File: src/rtl/prio_bank_pkg.sv
package prio_bank_pkg;

    localparam int PRIO_W = 8;
    localparam int ADDR_W = 12;
    localparam int IDX_W  = 10;

    localparam logic [ADDR_W-1:0] MASK_OFFSET = 12'h004;
    localparam logic [1:0]        PRIO_WINDOW = 2'b01;

    typedef logic [PRIO_W-1:0] prio_t;

    typedef enum logic [1:0] {
        TGT_NONE = 2'd0,
        TGT_PRIO = 2'd1,
        TGT_MASK = 2'd2
    } tgt_e;

    typedef struct packed {
        tgt_e             tgt;
        logic [IDX_W-1:0] irq;
    } dec_t;

    typedef struct packed {
        logic  prio_we;
        logic  mask_we;
        prio_t prio_wdata;
        prio_t mask_wdata;
        prio_t rd_next;
    } view_t;

    function automatic prio_t ns_to_store(prio_t d);
        return {1'b1, d[PRIO_W-1:1]};
    endfunction

    function automatic prio_t store_to_ns(prio_t s);
        return {s[PRIO_W-2:0], 1'b0};
    endfunction

endpackage

File: src/rtl/prio_addr_decode.sv
module prio_addr_decode
    import prio_bank_pkg::*;
#(
    parameter int NUM_IRQ = 64
) (
    input  logic              cpuif,
    input  logic [ADDR_W-1:0] addr,
    output dec_t              dec
);
    localparam logic [IDX_W:0] IRQ_LIMIT = (IDX_W+1)'(NUM_IRQ);

    always_comb begin
        dec.tgt = TGT_NONE;
        dec.irq = addr[IDX_W-1:0];
        if (cpuif) begin
            if (addr == MASK_OFFSET) begin
                dec.tgt = TGT_MASK;
            end
        end else if (addr[ADDR_W-1:IDX_W] == PRIO_WINDOW) begin
            if ({1'b0, addr[IDX_W-1:0]} < IRQ_LIMIT) begin
                dec.tgt = TGT_PRIO;
            end
        end
    end

endmodule

File: src/rtl/prio_view.sv
module prio_view
    import prio_bank_pkg::*;
(
    input  dec_t  dec,
    input  logic  wr,
    input  prio_t wdata,
    input  logic  is_ns,
    input  logic  grp0,
    input  prio_t cur_mask,
    input  prio_t prio_rd,
    output view_t view
);
    always_comb begin
        view.prio_we    = 1'b0;
        view.mask_we    = 1'b0;
        view.prio_wdata = is_ns ? ns_to_store(wdata) : wdata;
        view.mask_wdata = is_ns ? ns_to_store(wdata) : wdata;
        view.rd_next    = '0;
        unique case (dec.tgt)
            TGT_PRIO: begin
                view.prio_we = wr && !(is_ns && grp0);
                if (!is_ns) begin
                    view.rd_next = prio_rd;
                end else if (!grp0) begin
                    view.rd_next = store_to_ns(prio_rd);
                end
            end
            TGT_MASK: begin
                view.mask_we = wr && (!is_ns || cur_mask[PRIO_W-1]);
                if (!is_ns) begin
                    view.rd_next = cur_mask;
                end else if (cur_mask[PRIO_W-1]) begin
                    view.rd_next = store_to_ns(cur_mask);
                end
            end
            default: view.rd_next = '0;
        endcase
    end

endmodule

File: src/rtl/prio_store.sv
module prio_store
    import prio_bank_pkg::*;
#(
    parameter int NUM_CPU      = 2,
    parameter int NUM_IRQ      = 64,
    parameter int NUM_INTERNAL = 32,
    localparam int CPU_W       = (NUM_CPU > 1) ? $clog2(NUM_CPU) : 1
) (
    input  logic             clk,
    input  logic             rst,
    input  logic             we,
    input  logic [CPU_W-1:0] cpu,
    input  logic [IDX_W-1:0] idx,
    input  prio_t            wdata,
    output prio_t            rdata
);
    localparam int NUM_SHARED = NUM_IRQ - NUM_INTERNAL;
    localparam int BANK_IW    = (NUM_INTERNAL > 1) ? $clog2(NUM_INTERNAL) : 1;
    localparam int SH_IW      = (NUM_SHARED > 1) ? $clog2(NUM_SHARED) : 1;
    localparam logic [IDX_W-1:0] INT_LIMIT = IDX_W'(NUM_INTERNAL);

    prio_t bank_q   [NUM_CPU][NUM_INTERNAL];
    prio_t shared_q [NUM_SHARED];

    logic             is_banked;
    logic [IDX_W-1:0] sh_off;
    logic [BANK_IW-1:0] b_sel;
    logic [SH_IW-1:0]   s_sel;

    assign is_banked = idx < INT_LIMIT;
    assign sh_off    = idx - INT_LIMIT;
    assign b_sel     = idx[BANK_IW-1:0];
    assign s_sel     = sh_off[SH_IW-1:0];

    for (genvar c = 0; c < NUM_CPU; c++) begin : g_bank
        always_ff @(posedge clk) begin
            if (rst) begin
                for (int i = 0; i < NUM_INTERNAL; i++) begin
                    bank_q[c][i] <= '0;
                end
            end else if (we && is_banked && (cpu == CPU_W'(c))) begin
                bank_q[c][b_sel] <= wdata;
            end
        end
    end

    always_ff @(posedge clk) begin
        if (rst) begin
            for (int i = 0; i < NUM_SHARED; i++) begin
                shared_q[i] <= '0;
            end
        end else if (we && !is_banked) begin
            shared_q[s_sel] <= wdata;
        end
    end

    assign rdata = is_banked ? bank_q[cpu][b_sel] : shared_q[s_sel];

endmodule

File: src/rtl/mask_store.sv
module mask_store
    import prio_bank_pkg::*;
#(
    parameter int NUM_CPU = 2,
    localparam int CPU_W  = (NUM_CPU > 1) ? $clog2(NUM_CPU) : 1
) (
    input  logic                      clk,
    input  logic                      rst,
    input  logic                      we,
    input  logic [CPU_W-1:0]          cpu,
    input  prio_t                     wdata,
    output logic [NUM_CPU*PRIO_W-1:0] mask_vec
);
    prio_t mask_q [NUM_CPU];

    for (genvar c = 0; c < NUM_CPU; c++) begin : g_mask
        always_ff @(posedge clk) begin
            if (rst) begin
                mask_q[c] <= '0;
            end else if (we && (cpu == CPU_W'(c))) begin
                mask_q[c] <= wdata;
            end
        end
        assign mask_vec[c*PRIO_W +: PRIO_W] = mask_q[c];
    end

endmodule

File: src/rtl/prio_sec_regs.sv
module prio_sec_regs
    import prio_bank_pkg::*;
#(
    parameter int NUM_CPU      = 2,
    parameter int NUM_IRQ      = 64,
    parameter int NUM_INTERNAL = 32,
    localparam int CPU_W       = (NUM_CPU > 1) ? $clog2(NUM_CPU) : 1
) (
    input  logic               clk,
    input  logic               rst,
    input  logic               sec_ext_en,
    input  logic [NUM_IRQ-1:0] irq_grp1,
    input  logic               acc_cpuif,
    input  logic [11:0]        acc_addr,
    input  logic               acc_wr,
    input  logic [7:0]         acc_wdata,
    input  logic [CPU_W-1:0]   acc_cpu,
    input  logic               acc_nonsec,
    output logic [7:0]         rd_data
);
    localparam int IRQ_W = (NUM_IRQ > 1) ? $clog2(NUM_IRQ) : 1;

    dec_t                      dec;
    view_t                     view;
    prio_t                     prio_rd;
    prio_t                     cur_mask;
    logic [NUM_CPU*PRIO_W-1:0] mask_vec;
    logic                      is_ns;
    logic                      grp0;
    prio_t                     rd_q;

    assign is_ns    = sec_ext_en && acc_nonsec;
    assign grp0     = !irq_grp1[dec.irq[IRQ_W-1:0]];
    assign cur_mask = mask_vec[PRIO_W*acc_cpu +: PRIO_W];

    prio_addr_decode #(.NUM_IRQ(NUM_IRQ)) i_dec (
        .cpuif (acc_cpuif),
        .addr  (acc_addr),
        .dec   (dec)
    );

    prio_view i_view (
        .dec      (dec),
        .wr       (acc_wr),
        .wdata    (acc_wdata),
        .is_ns    (is_ns),
        .grp0     (grp0),
        .cur_mask (cur_mask),
        .prio_rd  (prio_rd),
        .view     (view)
    );

    prio_store #(
        .NUM_CPU      (NUM_CPU),
        .NUM_IRQ      (NUM_IRQ),
        .NUM_INTERNAL (NUM_INTERNAL)
    ) i_prio (
        .clk   (clk),
        .rst   (rst),
        .we    (view.prio_we),
        .cpu   (acc_cpu),
        .idx   (dec.irq),
        .wdata (view.prio_wdata),
        .rdata (prio_rd)
    );

    mask_store #(.NUM_CPU(NUM_CPU)) i_mask (
        .clk      (clk),
        .rst      (rst),
        .we       (view.mask_we),
        .cpu      (acc_cpu),
        .wdata    (view.mask_wdata),
        .mask_vec (mask_vec)
    );

    always_ff @(posedge clk) begin
        if (rst) begin
            rd_q <= '0;
        end else begin
            rd_q <= view.rd_next;
        end
    end

    assign rd_data = rd_q;

endmodule

File: config.mk
export PLATFORM = sky130hd
export DESIGN_NAME = prio_sec_regs
export DESIGN_NICKNAME = d
export VERILOG_FILES = /design/src/rtl/prio_bank_pkg.sv /design/src/rtl/prio_addr_decode.sv /design/src/rtl/prio_view.sv /design/src/rtl/prio_store.sv /design/src/rtl/mask_store.sv /design/src/rtl/prio_sec_regs.sv
export SDC_FILE = /design/constraint.sdc
export NUM_CORES = 1
export LEC_CHECK = 0
export CAP_MARGIN = 20
export CORE_MARGIN = 2
export CORE_UTILIZATION = 25
export CTS_CLUSTER_SIZE = 10
export DETAILED_ROUTE_END_ITERATION = 6
export PLACE_DENSITY_LB_ADDON = 0.12
export SYNTH_ARGS = -nofsm -noshare
export SYNTH_HDL_FRONTEND = slang
export SYNTH_HIERARCHICAL = 1
export SYNTH_SLANG_ARGS = --single-unit
File: constraint.sdc
create_clock -name clk -period 3.64 [get_ports clk]
set_input_delay 0.364 -clock clk [delete_from_list [all_inputs] [get_ports clk]]
set_output_delay 0.364 -clock clk [all_outputs]
set_load 0.01 [all_outputs]
# Word level (Yosys, flattened, before mapping)
# Memories as Yosys holds them, arrays and structs flattened.
# Cells that the tools add are included.
# word_totals
ff_bits	8
ram_bits	784
input_bits	91
output_inout_bits	8
wordCells	1102
memories	3
# classes
addsub	1
order_cmp	5
n_eq_ne	4
n_shift	1
n_mux	554
bitwise_logic	516
reduce_logical	17
# memory_table
name	words	width	rd	rd_clocked_by_memory_dff	wr	line_no	source
i_prio.bank_q	2	256	1	0	2	prio_store.sv:22	prio_t bank_q [NUM_CPU][NUM_INTERNAL];
i_prio.shared_q	32	8	1	0	32	prio_store.sv:23	prio_t shared_q [NUM_SHARED];
i_mask.mask_q	2	8	2	0	2	mask_store.sv:14	prio_t mask_q [NUM_CPU];
# ops
cell	count
$mux W1	532
$or A1 B1 Y1	514
$mux W256	2
$mux W8	12
$bmux W8 S5	1
$demux W8 S5	1
$pmux W8 S2	1
$shiftx A16 B5 Y8	1
$eq A12 B3 Y1 const B	1
$logic_and A1 B1 Y1	11
$lt A10 B6 Y1 const B	1
$lt A10 B7 Y1 const B	1
$reduce_or A8 Y1	1
$lt A6 B7 Y1 const B	1
$bmux W1 S6	1
$ge A6 B6 Y1 const B	1
$lt A6 B1 Y1 const B	1
$mux W2	3
$not A5 Y6	1
$mux W5	1
$sub A5 B1 Y5 const B	1
$eq A2 B1 Y1 const B	2
$logic_not A1 Y1	4
$eq A2 B2 Y1 const B	1
other kinds (2)	2

# Logic depth before layout (Yosys ltp)
# Gate-level depths: netlist (run 1).
# depth
depth_word	13
mapped_depth	15
mapped_depth_nobuf	11

# Modules after synthesis
# Netlist (run 1), hierarchy kept.
# modules_own_cells
mod	instances	cells_each	area_per_inst_um2	seq_area_each_um2
prio_store	1	2425	36683.9	23062.1
prio_sec_regs	1	71	900.9	160.2
mask_store	1	45	654.4	480.5
prio_view	1	71	533.0	0.0
prio_addr_decode	1	15	133.9	0.0

# Worst setup path after synthesis (run 1)
# No wires, ideal clock.
# synth_timing
path_kind	input to register
start	input acc_addr[0]
end	memory i_prio/bank_q[1][112] in the netlist's numbering (enable)
setup_ns	0.271
t_arrival_ns	2.804
required_ns	3.369
slack_ns	0.565
stages	14
path_buffers	4
cell_sequence	buf_4 > buf_6 > buf_8 > mux4_2 > mux2i_1 > o31ai_1 > o31ai_1 > a21oi_1 > nand2b_1 > nor3_2 > nand2_2 > buf_6 > nor3_4 > or2_2
# synth_rtl
element	line_no	source
start, declared	prio_sec_regs.sv:14	input logic [11:0] acc_addr,
end, declared	prio_store.sv:22	

==> metrics, run 1 <==
Worst Max-Slew Pin Slew=0.961 ns; Post-Synthesis Cell Area=38900 um2; DRC errors left=0; unrepaired setup endpoints after global routing=no; total number of yosys warnings=6; Initial Util=0.252; Post-synth EDFFs=784; fin crit share=0.883; IO Pins=roughly 100; share of cells above drive strength 1=0.265; fin worst setup slack=0.425 ns; cell area after layout=47800 um2; Final ANT Viol Nets=0; Most used DFF post-synth=edfxtp_1; clk sinks=between 700 and 800; Final #Nets=between 3000 and 4000; via count=around 23000; FP Rows=144; CTS H-tree depth=3; initial antenna violation count=4; WP data arrival=~3.6 ns; Max transition margin=0.359; syn_nets=2721; Seq pwr share=0.485; Post-Syn Area per Cell=14.8 um2; largest net degree at the start of global routing=115; area post-placement=roughly 45000 um2; final hold vios=0; Hold WC Path Type=in2reg; clock skew=around 0.024 ns; setup violators final=0; Max clock buf depth=3; crit start category=input port; Overflow after GRT=0; Synth async-reset ratio=0; Iteration-0 DRC Markers=1630; Req. time, crit path=4.03 ns; drt pass-1 iters=6; Max Cap Viol=0; Core Area=154000 um2; Setup Fix Bufs, Post-CTS=0; first-pass GRT wire length=182000 um; vias in the first global route=about 25000; Switching Power=5.30 mW; Global Route Usage Sum=0.158; WL final=125000 um; max-slew violation count=0; Place WS=-0.279 ns; PD cells=457 nW/um2; clock root cell=clkbuf_16; CTS tree=yes; status=finished clean; static leakage=roughly 18 nW; min Tclk post-route=3.22 ns; Die Area=159000 um2; fmax=311 MHz; CTS buffer count=99; Synth Register Bits=about 800; Die Y=398 um; Seq/Total Area, Yosys=0.609; area grow syn2layout=22.9%; worst-path fanout max=27; Reg clk slew, reported paths=0.06 ns; clk_lat worst skew=0.70 ns; clock power share=0.411; DP HPWL=83000 um; switching portion of total power=0.243; IO buf count=98; chip width=398 um; Mapped Cells=around 2600; Placer Congestion=between 0.7 and 0.8; CP Capture Type=register; combinational share of power=0.103; synth unique cells=69; Routed wire per std cell=between 20 and 25 um; cts hold-fix bufs=0; crit path kind=in2reg; internal power=about 17 mW; post_cts resized=0; drt via density=4.62; Max IR drop VDD=0.338 mV
-- cell families after synthesis --
family / share of synthesized area
DFF: 0.609
AOI/OAI and AO/OA: 0.0343
adders and majority gates: 0.000965
muxes: 0.137
and+or+nand+nor: 0.184
buffers and inverters: 0.0347
-- placed cells by master (no fill, tap or decap), types with 31 or more instances in the layout --
master,count
edfxtp_1,784
and2_1,513
buf_4,298
and3_1,258
mux4_2,155
mux2i_1,141
clkbuf_16,101
clkdlybuf4s50_1,91
buf_12,76
o22ai_1,61
nor3_4,60
or2_1,51
nor2_1,39
a21o_1,32
o21ai_0,31
-- flip-flops by register name, indices dropped and copies added (netlist names) --
signal and flops:
i_prio/bank_q 512, i_prio/shared_q 256, i_mask/mask_q 16, rd_data 8
-- path summary, 6_finish.rpt --
check,start,end,slack (ns),cells past startpoint
setup reg to reg,i_prio/shared_q[7][3]$_SDFFCE_PN0P_,rd_data[3]$_SDFF_PP0_,0.87,11
hold / removal,rst,rd_data[7]$_SDFF_PP0_,0.25,3
setup / recovery,irq_grp1[10],i_prio/bank_q[1][47]$_DFFE_PP_,0.42,14
hold reg to reg,i_mask/mask_q[1][6]$_SDFFCE_PN0P_,rd_data[7]$_SDFF_PP0_,0.85,4
-- power groups by stage --
stage	Sequential [mW]	Combinational, mW	Clock, mW
floorplan	10.7	1.14	0
global placement	10.8	2.30	0
detailed placement	10.8	2.31	0
CTS	10.6	2.32	9.28
global route	10.6	2.40	9.60
finish	10.6	2.26	8.98
-- critical path: stages --
cell and delay [ns]:
clkdlybuf4s50_1 0.41, mux4_2 0.45, mux2i_1 0.34, o31ai_1 0.13, o31ai_1 0.37, buf_4 0.19
a21oi_1 0.05, nand2b_1 0.12, nor3_2 0.07, buf_4 0.15, nand2_4 0.08, buf_12 0.38
nor3_4 0.06, or2_1 0.36
-- final cells by class --
type / count / area, um2
Fill cell: 15311 / 106000
Timing Repair Buffer: 471 / 4730
Clock buffer: 129 / 2660
Tap cell: 2044 / 2560
Clock inverter: 35 / 221
Sequential cell: 792 / 23700
Inverter: 6 / 22.5
Multi-Input combinational cell: 1581 / 13900
Antenna cell: 1 / 2.50
-- Yosys cell counts (10+ instances only) --
master	instances	area, um2
a31oi_1	10	62.6
a22oi_1	15	113
nand2b_1	18	113
nor2b_1	20	125
and3_1	258	1610
nor3_4	60	976
nor2_2	12	75.1
mux4_2	155	3490
buf_4	44	330
mux2i_1	141	1410
buf_6	20	225
and2_1	513	3210
clkbuf_1	136	510
a21o_1	32	240
nor2_1	40	150
or2_2	16	100
o21ai_0	31	155
or2_1	52	325
o22ai_1	61	382
mux2_2	27	304
nand2_1	12	45.0
a21oi_1	13	65.1
buf_2	42	210
edfxtp_1	784	23500
-- metal layers --
layer / up-vias / global-route usage / wire length, um
li1: 10615 / - / -
met1: 12046 / 0.210 / 55400
met2: 520 / 0.266 / 61500
met3: 169 / 0.0256 / 5250
met4: 0 / 0.0436 / 3250
met5: - / 0 / 0
-- metrics by stage --
step | utilization | cells | power [mW] | hold slack (ns) | setup TNS (ns)
final | 0.310 | 5059 | 21.8 | 0.253 | 0
after global placement | 0.291 | 4894 | 13.1 | 0.850 | -242.00
after CTS | 0.310 | 5058 | 22.2 | 0.213 | 0
after detailed placement | 0.291 | 4894 | 13.1 | 0.848 | -151.75
after floorplan | - | 2627 | 11.8 | 0.436 | 0
after global routing | 0.310 | 5058 | 22.6 | 0.265 | 0
No activity file was read; power rests on OpenSTA's default activity.
==> run 2, diff against run 1 <==
CORE_UTILIZATION = 62   (was 25)
==> run 2 against run 1 <==
Fmax shrank 0.31%. Clock power shrank 13%. Non-clock buffer count shrank 119. Combinational power shrank 15%. Power shrank 6.7%. Cell count shrank 27%. Largest power group unchanged.
==> metrics, run 2 (synthesis gave the netlist of run 1 again) <==
max FFs per register=512 (unchanged); PD cells=458 nW/um2 (was 457 nW/um2); Final #Nets=2918 (was 3045); IO buf count=98 (unchanged); drt pass-1 iters=5 (was 6); Hold Path Sink=rd_data[7]$_SDFF_PP0_ (unchanged); Bufs and invs on worst path=2 (was 4); min Tclk post-route=3.23 ns (was 3.22 ns); static leakage=17.3 nW (was 18.3 nW); Placer Congestion=0.880 (was 0.778); clk sinks=792 (unchanged); area grow syn2layout=14.3% (was 22.9%); Worst Hold Margin=0.0865 ns (was 0.253 ns); clk_lat worst skew=0.64 ns (was 0.70 ns); post_cts resized=0 (unchanged); DRC errors left=0 (unchanged); Routed wire per std cell=26.5 um (was 24.8 um); via count=23315 (was 23350); share of cells above drive strength 1=0.230 (was 0.265); Global Route Usage Sum=0.308 (was 0.158); Overflow after GRT=0 (unchanged); WP data arrival=3.50 ns (was 3.60 ns); Req. time, crit path=3.92 ns (was 4.03 ns); CP max stage delay=0.56 ns (was 0.45 ns); WL final=97700 um (was 125000 um); Initial Util=0.629 (was 0.252); Reg clk slew, reported paths=0.06 ns (about the same); CTS buffer count=91 (was 99); first-pass GRT wire length=146000 um (was 182000 um); commonest non-fill, non-tap cell in the layout=edfxtp_1 (unchanged); CP Capture Type=register (unchanged); final hold vios=0 (unchanged); CTS H-tree depth=3 (unchanged); clock skew=0.0191 ns (was 0.0240 ns); Final ANT Viol Nets=0 (unchanged); Core Area=61800 um2 (was 154000 um2); hold_sp=rst (unchanged); Die Area=64800 um2 (was 159000 um2); Biggest register=i_prio/bank_q (unchanged); Die Y=255 um (was 398 um); Hold WC Path Type=in2reg (unchanged); worst-path fanout max=16 (was 27); initial antenna violation count=1 (was 4); final core occ=0.719 (was 0.310); CTS tree=yes (unchanged); worst r2r src=i_prio/shared_q[24][0]$_SDFFCE_PN0P_ (was i_prio/shared_q[7][3]$_SDFFCE_PN0P_); most frequent cells in the layout=edfxtp_1 (784), and2_1 (513), and3_1 (258) (was edfxtp_1 (784), and2_1 (513), buf_4 (298)); Max transition margin=0.294 (was 0.359); chip width=255 um (was 398 um); setup violators final=0 (unchanged); hold path depth=2 (was 3); vias in the first global route=23570 (was 24975); FP Rows=91 (was 144); drt via density=6.33 (was 4.62); antenna cells=0 (was 1); Setup Fix Bufs, Post-CTS=0 (unchanged); Max IR drop VDD=0.378 mV (was 0.338 mV); Worst Max-Slew Pin Slew=1.06 ns (was 0.961 ns); DP HPWL=64500 um (was 83000 um); largest net degree at the start of global routing=79 (was 115); unrepaired setup endpoints after global routing=no (unchanged); fmax=310 MHz (was 311 MHz); Worst R2R Path Depth=8 (was 11); biggest regs=i_prio/bank_q x512, i_prio/shared_q x256, i_mask/mask_q x16 (unchanged); crit path kind=in2reg (unchanged); R2R Path End=rd_data[1]$_SDFF_PP0_ (was rd_data[3]$_SDFF_PP0_); flop-to-flop setup slack=0.74 ns (was 0.87 ns); cts hold-fix bufs=0 (unchanged); Largest delay share family, worst path=simple AND/OR/NAND/NOR gates (was buffers and inverters); clock root cell=clkbuf_16 (unchanged); Iteration-0 DRC Markers=2488 (was 1630); fin crit share=0.886 (was 0.883); crit start category=input port (unchanged); # fillers=3955 (was 15311); worst-path cell with the longest stage delay=or4_4 (was mux4_2); Max Cap Viol=0 (unchanged); max-slew violation count=0 (unchanged); status=finished clean (unchanged); IO Pins=99 (unchanged); critical-path cell list=clkdlybuf4s50_1, or4_4, nor4b_2, ha_1, nand2_1, a21oi_1, nand2b_1, nor3_2, nand2_4, buf_12, nor3_4, or2_1 (was clkdlybuf4s50_1, mux4_2, mux2i_1, o31ai_1, o31ai_1, buf_4, a21oi_1, nand2b_1, nor3_2, buf_4, nand2_4, buf_12, nor3_4, or2_1); Max clock buf depth=3 (unchanged)
-- run 2: where the power goes --
part / switching [mW] / internal (mW)
combinational: 1.15 / 0.768
sequential: 0.153 / 10.5
clock: 3.32 / 4.54
-- run 2: layer usage --
layer	up-vias	wire [um]	GRT usage
met5	-	13	0
met4	2	3750	0.119
met3	203	9060	0.0591
met2	1234	46700	0.498
met1	11566	38100	0.419
li1	10310	-	-
-- run 2: final cells by class --
cell class	count	area (um2)	share of cell area
sequential	792	23700	0.533
multi-input combinational	1581	13900	0.313
timing repair buffer	352	3310	0.0744
clock buffer	104	2370	0.0533
tap	837	1050	0.0236
clock inverter	11	95.1	0.00214
inverter	6	22.5	0.000506
-- run 2: per-stage QoR --
step	setup slack [ns]	total power [mW]	instance area, um2	TNS, ns	std cells
finish	0.415	20.4	44500	0	3683
global route	0.168	20.9	44500	0	3683
CTS	0.422	20.4	44500	0	3683
detailed placement	-0.205	12.7	42000	-69.30	3568
global placement	-0.159	12.6	42000	-50.92	3567
floorplan	0.565	11.8	38900	0	2627
-- run 2: how the worst max path moves through the flow --
stage	from	end	slack, ns	depth (start not counted)
after CTS	acc_addr[9]	i_prio/bank_q[1][150]$_DFFE_PP_	0.42	12
final	acc_addr[9]	i_prio/bank_q[1][150]$_DFFE_PP_	0.41	12
after detailed placement	acc_addr[9]	i_prio/bank_q[1][128]$_DFFE_PP_	-0.21	12
after global routing	acc_addr[9]	i_prio/bank_q[1][150]$_DFFE_PP_	0.17	12
after global placement	acc_addr[9]	i_prio/bank_q[1][42]$_DFFE_PP_	-0.16	12
after floorplan	acc_addr[0]	i_prio/bank_q[1][112]$_DFFE_PP_	0.57	14
